$ cat src/rtl/irq_seq_pkg.sv
package irq_seq_pkg;

  typedef enum logic [1:0] {
    SEQ_IDLE  = 2'd0,
    SEQ_ENTRY = 2'd1,
    SEQ_POP   = 2'd2,
    SEQ_RLOAD = 2'd3
  } seq_state_t;

endpackage

$ cat src/rtl/irq_req_detect.sv
module irq_req_detect #(
  parameter int NUM_SRC = 8
) (
  input  logic [NUM_SRC-1:0] src_enable,
  input  logic [NUM_SRC-1:0] src_pending,
  input  logic               gie,
  input  logic               boot_active,
  output logic               req_live
);

  logic [NUM_SRC-1:0] src_active;

  // One qualifier per source: enabled and pending together
  for (genvar g = 0; g < NUM_SRC; g++) begin : g_src
    assign src_active[g] = src_enable[g] & src_pending[g];
  end

  // Boot-mode execution holds requests off without touching the enable
  assign req_live = (|src_active) & gie & ~boot_active;

endmodule

$ cat src/rtl/irq_gie_reg.sv
module irq_gie_reg (
  input  logic clk,
  input  logic rst_n,
  input  logic sw_wr,
  input  logic sw_data,
  input  logic hw_clr,
  input  logic hw_set,
  output logic gie
);

  // Priority: entry clear, then return set, then software write
  always_ff @(posedge clk) begin
    if (!rst_n)      gie <= 1'b0;
    else if (hw_clr) gie <= 1'b0;
    else if (hw_set) gie <= 1'b1;
    else if (sw_wr)  gie <= sw_data;
  end

endmodule

$ cat src/rtl/irq_seq_fsm.sv
module irq_seq_fsm
  import irq_seq_pkg::*;
#(
  parameter int              ADDR_W     = 15,
  parameter int              ENTRY_LEN  = 7,
  parameter int              PUSH_SLOT  = 2,
  parameter logic [ADDR_W-1:0] ENTRY_ADDR = 15'h00FF
) (
  input  logic              clk,
  input  logic              rst_n,
  input  logic              req_live,
  input  logic              insn_start,
  input  logic              skip_pending,
  input  logic [ADDR_W-1:0] cur_pc,
  input  logic              ret_req,
  output logic              push_valid,
  input  logic              push_ready,
  output logic [ADDR_W-1:0] push_data,
  input  logic              pop_valid,
  output logic              pop_ready,
  input  logic [ADDR_W-1:0] pop_data,
  output logic              pc_load,
  output logic [ADDR_W-1:0] pc_value,
  output logic              busy,
  output logic              hw_clr,
  output logic              hw_set
);

  localparam int CNT_W = $clog2(ENTRY_LEN + 1);
  localparam logic [CNT_W-1:0] LAST_SLOT = CNT_W'(ENTRY_LEN);
  localparam logic [CNT_W-1:0] PUSH_AT   = CNT_W'(PUSH_SLOT);

  seq_state_t        state;
  logic [CNT_W-1:0]  slot;
  logic [ADDR_W-1:0] ret_addr;
  logic              in_idle;
  logic              start_entry;
  logic              start_ret;
  logic              push_stall;

  assign in_idle     = (state == SEQ_IDLE);
  assign start_ret   = in_idle & ret_req;
  assign start_entry = in_idle & ~ret_req & insn_start & ~skip_pending & req_live;
  assign push_stall  = (state == SEQ_ENTRY) & (slot == PUSH_AT) & ~push_ready;

  always_ff @(posedge clk) begin
    if (!rst_n) begin
      state    <= SEQ_IDLE;
      slot     <= '0;
      ret_addr <= '0;
    end else begin
      unique case (state)
        SEQ_IDLE: begin
          if (start_ret) begin
            state <= SEQ_POP;
          end else if (start_entry) begin
            state    <= SEQ_ENTRY;
            slot     <= CNT_W'(1);
            ret_addr <= cur_pc;
          end
        end
        SEQ_ENTRY: begin
          if (slot == LAST_SLOT) begin
            state <= SEQ_IDLE;
            slot  <= '0;
          end else if (!push_stall) begin
            slot <= slot + 1'b1;
          end
        end
        SEQ_POP: begin
          if (pop_valid) begin
            ret_addr <= pop_data;
            state    <= SEQ_RLOAD;
          end
        end
        SEQ_RLOAD: state <= SEQ_IDLE;
        default:   state <= SEQ_IDLE;
      endcase
    end
  end

  assign busy       = ~in_idle;
  assign push_valid = (state == SEQ_ENTRY) & (slot == PUSH_AT);
  assign push_data  = ret_addr;
  assign pop_ready  = (state == SEQ_POP);
  assign pc_load    = ((state == SEQ_ENTRY) & (slot == LAST_SLOT)) | (state == SEQ_RLOAD);
  assign pc_value   = (state == SEQ_RLOAD) ? ret_addr : ENTRY_ADDR;
  assign hw_clr     = start_entry;
  assign hw_set     = (state == SEQ_POP) & pop_valid;

endmodule

$ cat src/rtl/irq_entry_sequencer.sv
module irq_entry_sequencer #(
  parameter int                NUM_SRC    = 8,
  parameter int                ADDR_W     = 15,
  parameter int                ENTRY_LEN  = 7,
  parameter int                PUSH_SLOT  = 2,
  parameter logic [ADDR_W-1:0] ENTRY_ADDR = 15'h00FF
) (
  input  logic               clk,
  input  logic               rst_n,
  input  logic [NUM_SRC-1:0] src_enable,
  input  logic [NUM_SRC-1:0] src_pending,
  input  logic               insn_start,
  input  logic               skip_pending,
  input  logic               boot_active,
  input  logic [ADDR_W-1:0]  cur_pc,
  input  logic               gie_wr_valid,
  input  logic               gie_wr_data,
  input  logic               ret_req,
  output logic               push_valid,
  input  logic               push_ready,
  output logic [ADDR_W-1:0]  push_data,
  input  logic               pop_valid,
  output logic               pop_ready,
  input  logic [ADDR_W-1:0]  pop_data,
  output logic               pc_load,
  output logic [ADDR_W-1:0]  pc_value,
  output logic               busy,
  output logic               gie
);

  logic req_live;
  logic hw_clr;
  logic hw_set;

  irq_req_detect #(.NUM_SRC(NUM_SRC)) u_detect (
    .src_enable  (src_enable),
    .src_pending (src_pending),
    .gie         (gie),
    .boot_active (boot_active),
    .req_live    (req_live)
  );

  irq_gie_reg u_gie (
    .clk     (clk),
    .rst_n   (rst_n),
    .sw_wr   (gie_wr_valid),
    .sw_data (gie_wr_data),
    .hw_clr  (hw_clr),
    .hw_set  (hw_set),
    .gie     (gie)
  );

  irq_seq_fsm #(
    .ADDR_W     (ADDR_W),
    .ENTRY_LEN  (ENTRY_LEN),
    .PUSH_SLOT  (PUSH_SLOT),
    .ENTRY_ADDR (ENTRY_ADDR)
  ) u_fsm (
    .clk          (clk),
    .rst_n        (rst_n),
    .req_live     (req_live),
    .insn_start   (insn_start),
    .skip_pending (skip_pending),
    .cur_pc       (cur_pc),
    .ret_req      (ret_req),
    .push_valid   (push_valid),
    .push_ready   (push_ready),
    .push_data    (push_data),
    .pop_valid    (pop_valid),
    .pop_ready    (pop_ready),
    .pop_data     (pop_data),
    .pc_load      (pc_load),
    .pc_value     (pc_value),
    .busy         (busy),
    .hw_clr       (hw_clr),
    .hw_set       (hw_set)
  );

endmodule

$ cat config.mk
export PLATFORM = sky130hd
export DESIGN_NAME = irq_entry_sequencer
export DESIGN_NICKNAME = d
export VERILOG_FILES = /design/src/rtl/irq_seq_pkg.sv /design/src/rtl/irq_req_detect.sv /design/src/rtl/irq_gie_reg.sv /design/src/rtl/irq_seq_fsm.sv /design/src/rtl/irq_entry_sequencer.sv
export SDC_FILE = /design/constraint.sdc
export NUM_CORES = 1
export LEC_CHECK = 0
export BUFFER_PORTS_ARGS = -buffer_cell sky130_fd_sc_hd__buf_4
export CELL_PAD_IN_SITES_DETAIL_PLACEMENT = 1
export CELL_PAD_IN_SITES_GLOBAL_PLACEMENT = 1
export CORE_UTILIZATION = 29
export DETAILED_ROUTE_END_ITERATION = 7
export GPL_TIMING_DRIVEN = 0
export PLACE_DENSITY = 0.77
export SYNTH_ARGS = -nofsm -noshare
export SYNTH_HDL_FRONTEND = slang
export SYNTH_HIERARCHICAL = 1
export SYNTH_SLANG_ARGS = --single-unit
$ cat constraint.sdc
create_clock -name clk -period 1.9 [get_ports clk]
set_input_delay 0.095 -clock clk [delete_from_list [all_inputs] [get_ports clk]]
set_output_delay 0.095 -clock clk [all_outputs]
set_load 0.005 [all_outputs]
## Yosys cells after proc, flatten, opt, wreduce, memory -nomap -nowiden

Index checks and enable logic that the tools add are counted.

| storage, ports and cells | value |
|---|---|
| register bits | 21 |
| bits in latches | 0 |
| RAM bits | 0 |
| ROM bits | 0 |
| bits of input ports | 56 |
| output and inout bits | 35 |
| logic and storage cells | 68 |
| memories | 0 |

| cells by class | value |
|---|---|
| add/sub/neg operators | 1 |
| $mul | 0 |
| div/mod/pow operators | 0 |
| magnitude comparators | 0 |
| eq/ne operators | 11 |
| shift operators | 0 |
| mux-type cells | 17 |
| bitwise logic cells | 26 |
| reduce and logical (&&, ||, !) cells | 9 |

Operator list:

| kind | number |
|---|---|
| $mux W15 | 4 |
| $pmux W15 S2 | 1 |
| $and A1 B1 Y1 | 19 |
| $mux W3 | 4 |
| $mux W2 | 4 |
| $pmux W2 S4 | 1 |
| $reduce_and A4 Y1 | 2 |
| $reduce_or A8 Y1 | 1 |
| $ne A2 B2 Y1 const B | 3 |
| $ne A3 B3 Y1 const B | 2 |
| $not A1 Y1 | 6 |
| $pmux W3 S2 | 1 |
| $reduce_bool A2 Y1 | 3 |
| $eq A2 B2 Y1 const B | 2 |
| $add A3 B1 Y3 const B | 1 |
| $eq A3 B2 Y1 const B | 1 |
| $eq A3 B3 Y1 const B | 1 |
| $reduce_and A3 Y1 | 1 |
| $eq A2 B1 Y1 const B | 1 |
| $logic_not A2 Y1 | 1 |
| $mux W1 | 2 |
| $ne A2 B1 Y1 const B | 1 |
| $reduce_or A2 Y1 | 1 |
| $or A1 B1 Y1 | 1 |

## Longest topological paths before layout

Gate-level depths: netlist (run 1).

| depth | value |
|---|---|
| word-level depth | 8 |
| depth in mapped cells | 7 |

## Modules after synthesis

The synthesis (run 1) kept the hierarchy.

By module, submodules not included:

| module | instances | cells each | area each (sq um) | sequential area each (sq um) |
|---|---|---|---|---|
| irq_seq_fsm | 1 | 122 | 1,236.2 | 400.4 |
| irq_gie_reg | 1 | 5 | 45.0 | 20.0 |
| irq_req_detect | 1 | 6 | 45.0 | 0.0 |

## Least setup slack after synthesis (run 1)

Ideal clock, no wire load.

| path | value |
|---|---|
| path kind | register to register |
| start point | register u_gie.gie |
| end point | register u_fsm.ret_addr[10], in the netlist u_fsm/push_data[10] |
| library setup time | 79 ps |
| arrival time | 1,455 ps |
| slack | 365 ps |
| stages on the path, launching flop included | 8 |
| path buffers | 2 |
| path through | dfxtp_1 > nand2b_1 > a41oi_1 > nor4bb_1 > buf_2 > buf_2 > a211oi_1 > a211oi_2 |

| on the way | value |
|---|---|
| cells in the longest elaborated chain, start to end | 5 |

Ends and longest elaborated chain:

| item | line | source |
|---|---|---|
| start, declared | irq_gie_reg.sv:8 | `output logic gie` |
| start signal, assigned | irq_gie_reg.sv:16 | `else if (sw_wr) gie <= sw_data;` |
| $and A1 B1 Y1 (2 in series) | irq_req_detect.sv:19 | `assign req_live = (\|src_active) & gie & ~boot_active;` |
| net req_live | irq_entry_sequencer.sv:31 | `logic req_live;` |
| $and A1 B1 Y1 | irq_seq_fsm.sv:43 | `assign start_entry = in_idle & ~ret_req & insn_start & ~skip_pending & req_live;` |
| $ne A2 B2 Y1 (no source line) | n/a |  |
| $reduce_and A4 Y1 (no source line) | n/a |  |
| end signal, assigned | irq_seq_fsm.sv:59 | `ret_addr <= cur_pc;` |
| end signal, assigned | irq_seq_fsm.sv:72 | `ret_addr <= pop_data;` |
| end, declared | irq_seq_fsm.sv:35 | `logic [ADDR_W-1:0] ret_addr;` |

The timed path passes the listed nets, and every way through them passes these cells.
A chain may end at the register's enable or synchronous reset.

## Worst setup path after layout (run 1)

Ends and elaborated chain as after synthesis.

==> impl_metrics.ini, run 1 <==
[layout]
drive_gt1_share_pct = 57.3
num_antenna_cells = 0
fillCellCount = 538
layout.cells.non_filler = 279
seqCellArea_sq_um = 420
area_growth_pct = 61.5
multi_input_area_sq_um = 835
num-nets-final = 287

[clock_network]
clock_sinks = 21
cts_tree = done
cts.path.max_buffers = 2
cts_buffers = 3
clock-root-buffer = clkbuf_8
clk_latency_ns = 0.26
clk_pin_slew_ns = 0.08
htreeDepth = 1

[grt]
grt_first_pass_wirelength_um = 7000
met3_usage_pct = 4.36
grt_antenna_before_repair = 0
met2_usage_pct = 31.1
grt_pass1_vias = 1405
grt_max_degree = 13
met1_usage_pct = 22.6
overflow = 0
grt_busiest_layer = met2
grt_use_total_pct = 17.6

[timing]
setup_ws_ns = 0.132
setup_viol = 0
finClkSkew_ns = 0.00425
fin_tns_setup_ns = 0
grt_setup_unrepaired = false
max_freq_mhz = 566
timing_hold_violations_final = 0
fin_crit_sh_pct = 93.0
worst_slew_pin_slew_ns = 0.368
fin_crit_ns = 1.77
slew_violations = 0
slew_headroom_pct = 75.4
whs_ns = 0.0973

[critical_path]
endpoint_kind = flop
worstRegToRegCells = 7
critPathArrivalTime_ns = 1.95
required_ns = 2.09
reg2reg_to = u_fsm/push_data[10]$_SDFFE_PN0P_
cp-start-kind = flop
cp_max_fo = 10
timing.rr.start = u_gie/gie$_SDFFE_PP0P_
critPathKind = reg -> reg
r2r_slack_ns = 0.13

[detailed_routing]
drc = 0
drt-initial-drc-count = 33
via_per_inst = 5.08
routedWlPerCell_um = 15.2
dr_total_vias = 1417
wirelength_um = 4250
antenna_left = 0
drt_pass1_iterations = 4

[hold_path]
whs_path_depth = 2
hp-class = in -> reg
hp-start = rst_n
whs_endpoint = u_fsm/state[0]$_SDFFE_PN0P_

[floorplan]
die-area_sq_um = 4850
die_x_um = 69.6
num_rows = 24
core_sq_um = 4380
initial_core_util_pct = 30.3
pin_count = 91
die_h_um = 69.6

[place]
port_buffers = 90
place_ws_ns = 0.0239
place_congestion = 0.728
place_inst = 275
hpwl_um = 3440

[synthesis]
yosys.cell_types.count = 37
synth_area_sq_um = 1330
synth.ff_latch_count = 21
synth_seq_area_share_pct = 31.7
synth_area_per_cell_sq_um = 9.97
syn_nets = 192
synthCells = 133
ys_warn_count = 6

[flow_run]
drv_cap = 0

[run_status]
status = finished, final reports clean

[power_and_ir_drop]
ir_worst_vdd_mv = 0.235
leakage_nw = 0.991
power_density_nw_per_um2 = 541
[layout by cell type (no fill, tap or decap), types with 2 or more instances in the layout]
cell type,instances
buf_4,91
a211oi_1,21
dfxtp_1,21
mux2i_1,16
a211oi_2,10
and3_1,7
or2_2,7
a22oi_1,4
buf_6,4
inv_1,4
clkbuf_8,3
buf_2,3
ha_1,3
nand2b_1,2
clkbuf_2,2
o21a_1,2
o221a_2,2
a21oi_1,2
nor2_1,2
[through the flow]
stage / cell area (sq um) / power, mW / utilization [%]
3_3_place_gp: 2070 / 0.864 / 47.1
4_1_cts: 2120 / 1.17 / 48.5
5_1_grt: 2140 / 1.23 / 48.9
6_report: 2140 / 1.16 / 48.9
2_1_floorplan: 1330 / 0.683 / -
3_5_place_dp: 2070 / 0.873 / 47.1
[cell type report]
cell class                 count  share of cell area (%)
tap                           52                    3.04
inverter                       4                   0.701
clock inverter                 1                   0.234
timing repair buffer          90                    31.5
buffer                        11                    3.97
clock buffer                   3                    1.93
sequential                    21                    19.6
multi-input combinational     97                    39.0
[synth_stat cells]
| cell | n | area [sq um] |
|---|---|---|
| a21oi_1 | 2 | 10.0 |
| a21o_1 | 1 | 7.51 |
| and2_1 | 1 | 6.26 |
| buf_2 | 5 | 25.0 |
| nor2_1 | 2 | 7.51 |
| nand2b_1 | 2 | 12.5 |
| nand2_1 | 1 | 3.75 |
| o221a_2 | 2 | 22.5 |
| a211oi_1 | 21 | 158 |
| o2111a_1 | 1 | 11.3 |
| buf_6 | 3 | 33.8 |
| or2_1 | 1 | 6.26 |
| inv_1 | 4 | 15.0 |
| nor2_2 | 1 | 6.26 |
| ha_1 | 3 | 37.5 |
| a41oi_1 | 1 | 8.76 |
| or2_2 | 7 | 43.8 |
| buf_4 | 1 | 7.51 |
| dfxtp_1 | 21 | 420 |
| nor4b_1 | 1 | 8.76 |
| and3b_1 | 1 | 8.76 |
| or3b_2 | 1 | 8.76 |
| a31o_2 | 1 | 8.76 |
| or2b_1 | 1 | 7.51 |
| o21a_1 | 2 | 15.0 |
| and3_1 | 7 | 43.8 |
| nor2b_1 | 1 | 6.26 |
| and2b_1 | 1 | 7.51 |
| nor3b_1 | 1 | 7.51 |
| o21bai_1 | 1 | 7.51 |
| a22oi_1 | 4 | 30.0 |
| mux2i_1 | 16 | 160 |
| nor3_1 | 1 | 5.00 |
| a211oi_2 | 10 | 125 |
| a21o_4 | 1 | 15.0 |
| nor4bb_1 | 1 | 10.0 |
| clkbuf_1 | 2 | 7.51 |
[registers in the layout (all words and copies together), names as in the netlist]
register and count:
u_fsm/push_data 15, u_fsm/state 2, u_gie/gie 1, u_fsm/slot 3
[where the power goes]
group	total (mW)	internal [mW]	switching, mW
sequential	0.500	0.472	0.0280
clock	0.296	0.146	0.150
combinational	0.364	0.209	0.155
[worst max path at each step]
stage | startpoint | endpoint | slack [ns]
after floorplan | u_gie/gie$_SDFFE_PP0P_ | u_fsm/push_data[10]$_SDFFE_PN0P_ | 0.37
after global placement | u_gie/gie$_SDFFE_PP0P_ | u_fsm/push_data[10]$_SDFFE_PN0P_ | 0.07
after detailed placement | u_gie/gie$_SDFFE_PP0P_ | u_fsm/push_data[10]$_SDFFE_PN0P_ | 0.02
after CTS | u_gie/gie$_SDFFE_PP0P_ | u_fsm/push_data[10]$_SDFFE_PN0P_ | 0.03
after global routing | u_gie/gie$_SDFFE_PP0P_ | u_fsm/push_data[0]$_SDFFE_PN0P_ | 0.005
final | u_gie/gie$_SDFFE_PP0P_ | u_fsm/push_data[10]$_SDFFE_PN0P_ | 0.13
[cell families (layout without fill, tap and decap cells)]
family	count (synthesis)	count (layout)	synth area share (%)
AO/OA/AOI/OAI	47	47	31.6
AND/OR/NAND/NOR	31	31	15.1
flip-flops	21	21	31.7
multiplexers	16	16	12.1
buffers and inverters	15	109	6.70
adder cells (fa/ha/maj)	3	3	2.83
[worst max-delay path, cell delays in order, from the launching register on]
cell	delay (ns)
dfxtp_1	0.37
nand2b_1	0.08
a41oi_1	0.19
nor4bb_4	0.35
buf_6	0.18
clkbuf_4	0.20
a211oi_1	0.10
a211oi_2	0.21
[routing by layer]
layer	up-vias	routed length (um)
met5	-	0
met4	0	0
met3	0	263
met2	48	2170
met1	668	1810
li1	701	-
[what timing repair did]
item	CTS	global route
buffers inserted	0	0
setup endpoints to repair	17	17
hold buffers	0	0
resized for setup	4	4
pin swaps	0	0
No activity file was read; power rests on OpenSTA's default activity.
==> inputs of run 2 (changes only) <==
ABC_AREA = 1   (was not set)
CORE_UTILIZATION = 25   (was 29)
GPL_TIMING_DRIVEN = not set   (was 0)
PLACE_DENSITY = 0.75   (was 0.77)
==> run 2 against run 1 <==
Against the previous run: first-iteration DRC count grew 42%; clock power increased by 4%; sequential share of layout area increased by 0.17 points; die area increased by 17%; routed wire length rose by 3.7%; critical endpoint is now pop_ready.
==> impl_metrics.ini, run 2 <==
[run_status]
status = finished, final reports clean

[timing]
timing_hold_violations_final = 0
fin_crit_ns = 1.42
setup_viol = 0
finClkSkew_ns = 0.00173
max_freq_mhz = 702
slew_violations = 0
worst_slew_pin_slew_ns = 0.288
fin_tns_setup_ns = 0
slew_headroom_pct = 80.8
fin_crit_sh_pct = 75.0
setup_ws_ns = 0.476
grt_setup_unrepaired = false

[floorplan]
num_rows = 26
die_x_um = 75.2
die_h_um = 75.2
initial_core_util_pct = 26.1
core_sq_um = 5140
die-area_sq_um = 5660
pin_count = 91

[layout]
final_common_cell = nand2_1
largest_reg_flops = 15
drive_gt1_share_pct = 31.0
area_growth_pct = 58.5
mostFrequentLayoutCells = nand2_1, buf_4, nor2_1
fin_area_sq_um = 2120
num_antenna_cells = 0
layout.cells.non_filler = 399
num-nets-final = 389

[synthesis]
ys_warn_count = 6
synth.ff_latch_count = 21
synth_fa_ha_area_share_pct = 2.80
synthMostInstantiatedCell = nand2_1
synth_compound_area_share_pct = 2.61
synth_top_family_by_area = simple AND/OR/NAND/NOR gates
synthCells = 240
synth_edf_count = 0
synthTopCellsByArea = dfxtp_1, nand2_1, nor2_1
synth_area_sq_um = 1340
synthMuxAreaShare_pct = 0
netlist_top_cells_count = nand2_1, nor2_1, inv_1
yosys.cell_types.count = 16
synth_seq_area_share_pct = 31.4
synth-async-reset-ratio_pct = 0
ys.flop_type = dfxtp_1
synth.top_cell.area_share_pct = 31.4
synth_area_per_cell_sq_um = 5.58
syn_nets = 299
yosys.area_share.simple_pct = 50.6
synth_xor_area_share_pct = 0
synth_top_cell_by_area = dfxtp_1

[critical_path]
r2r_slack_ns = 0.49
cp-start-kind = flop
reg2reg_to = u_fsm/state[0]$_SDFFE_PN0P_
timing.rr.start = u_fsm/state[0]$_SDFFE_PN0P_
crit_buf_inv = 3
critPathArrivalTime_ns = 1.33
required_ns = 1.80
path_cells = inv_2 > nand2_4 > inv_2 > buf_4
worstRegToRegCells = 8
endpoint_kind = output pin
max_stage_delay_ns = 0.43
critPathKind = reg -> out
cp_max_fo = 17
crit_top_cell = inv_2
crit_slowest_cell = dfxtp_1
crit_start = u_fsm/state[0]$_SDFFE_PN0P_
crit_family = buffers and inverters

[grt]
grt_antenna_before_repair = 0
grt_use_total_pct = 16.0
grt_first_pass_wirelength_um = 7000
grt_pass1_vias = 1654
grt_max_degree = 32
overflow = 0

[place]
place_ws_ns = 0.483
place_congestion = 0.719
hpwl_um = 3430
place_inst = 395
placed_area_sq_um = 2080
port_buffers = 90

[power_and_ir_drop]
p_int_mw = 0.801
ir_worst_vdd_mv = 0.216
leakage_nw = 1.24
pwr-share-clk_pct = 26.7
comb_power_share_pct = 30.4
seq_power_share_pct = 43.0
power_density_nw_per_um2 = 543
switching_share_pct = 30.5
p_total_mw = 1.15
p_switching_mw = 0.352

[detailed_routing]
drt-initial-drc-count = 47
via_per_inst = 4.22
routedWlPerCell_um = 11.0
antenna_left = 0
met2_length_um = 2040
wl_met1_um = 1950
drt_pass1_iterations = 4
routed.top_layer = met4
dr_total_vias = 1683
wirelength_um = 4400
wl_met3_um = 395
drc = 0

[clock_network]
clk_latency_ns = 0.26
cts_tree = done
cts_hold_buf = 0
clk_pin_slew_ns = 0.08
post-cts-setup-buffer-count = 0
htreeDepth = 1
cts.path.max_buffers = 2
clock_sinks = 21
post_cts_resized = 0
clock-root-buffer = clkbuf_8
cts_buffers = 3

[hold_path]
hp-start = ret_req
hp-class = in -> reg
whs_path_depth = 3
whs_endpoint = u_fsm/state[1]$_SDFFE_PN0P_

[flow_run]
drv_cap = 0
## run 2: cell type report
| type | count | area, sq um |
|---|---|---|
| Inverter | 31 | 116 |
| Fill cell | 747 | 3020 |
| Timing Repair Buffer | 92 | 703 |
| Sequential cell | 21 | 420 |
| Multi-Input combinational cell | 181 | 751 |
| Tap cell | 70 | 87.6 |
| Clock buffer | 4 | 45.0 |
## run 2: per-layer routing
metal	vias to the layer above	GRT usage, %
met3	2	4.95
li1	878	-
met4	0	2.47
met5	-	0
met2	58	29.9
met1	745	18.1
## run 2: how the worst max path moves through the flow
stage                                                 end  cells after the start
after floorplan                u_fsm/slot[1]$_SDFFE_PN0P_                      6
after global placement    u_fsm/push_data[0]$_SDFFE_PN0P_                      8
after detailed placement      u_fsm/state[0]$_SDFFE_PN0P_                      8
after CTS                                       pop_ready                      4
after global routing      u_fsm/push_data[1]$_SDFFE_PN0P_                      9
final                                           pop_ready                      4
## run 2: worst min-delay path, delay by kind of cell
family        cells  cell delay, ns
buf+inv           1            0.08
simple gates      2            0.15
## run 2: cell families (layout without fill, tap and decap cells)
group | Yosys count | in the layout
buffers and inverters | 38 | 127
and+or+nand+nor | 171 | 171
DFF | 21 | 21
adders and majority gates | 3 | 3
AOI/OAI and AO/OA | 7 | 7
## run 2: stage by stage
step / hold WS, ns / utilization [%]
global placement: 0.398 / 40.4
floorplan: 0.221 / -
CTS: 0.110 / 41.3
finish: 0.110 / 41.3
detailed placement: 0.390 / 40.4
global route: 0.155 / 41.3
## run 2: power by group through the flow
| stage | combinational (mW) | clock, mW | sequential [mW] |
|---|---|---|---|
| CTS | 0.359 | 0.317 | 0.496 |
| global route | 0.399 | 0.334 | 0.501 |
| detailed placement | 0.357 | 0 | 0.505 |
| finish | 0.350 | 0.307 | 0.495 |
| global placement | 0.349 | 0 | 0.505 |
| floorplan | 0.174 | 0 | 0.504 |
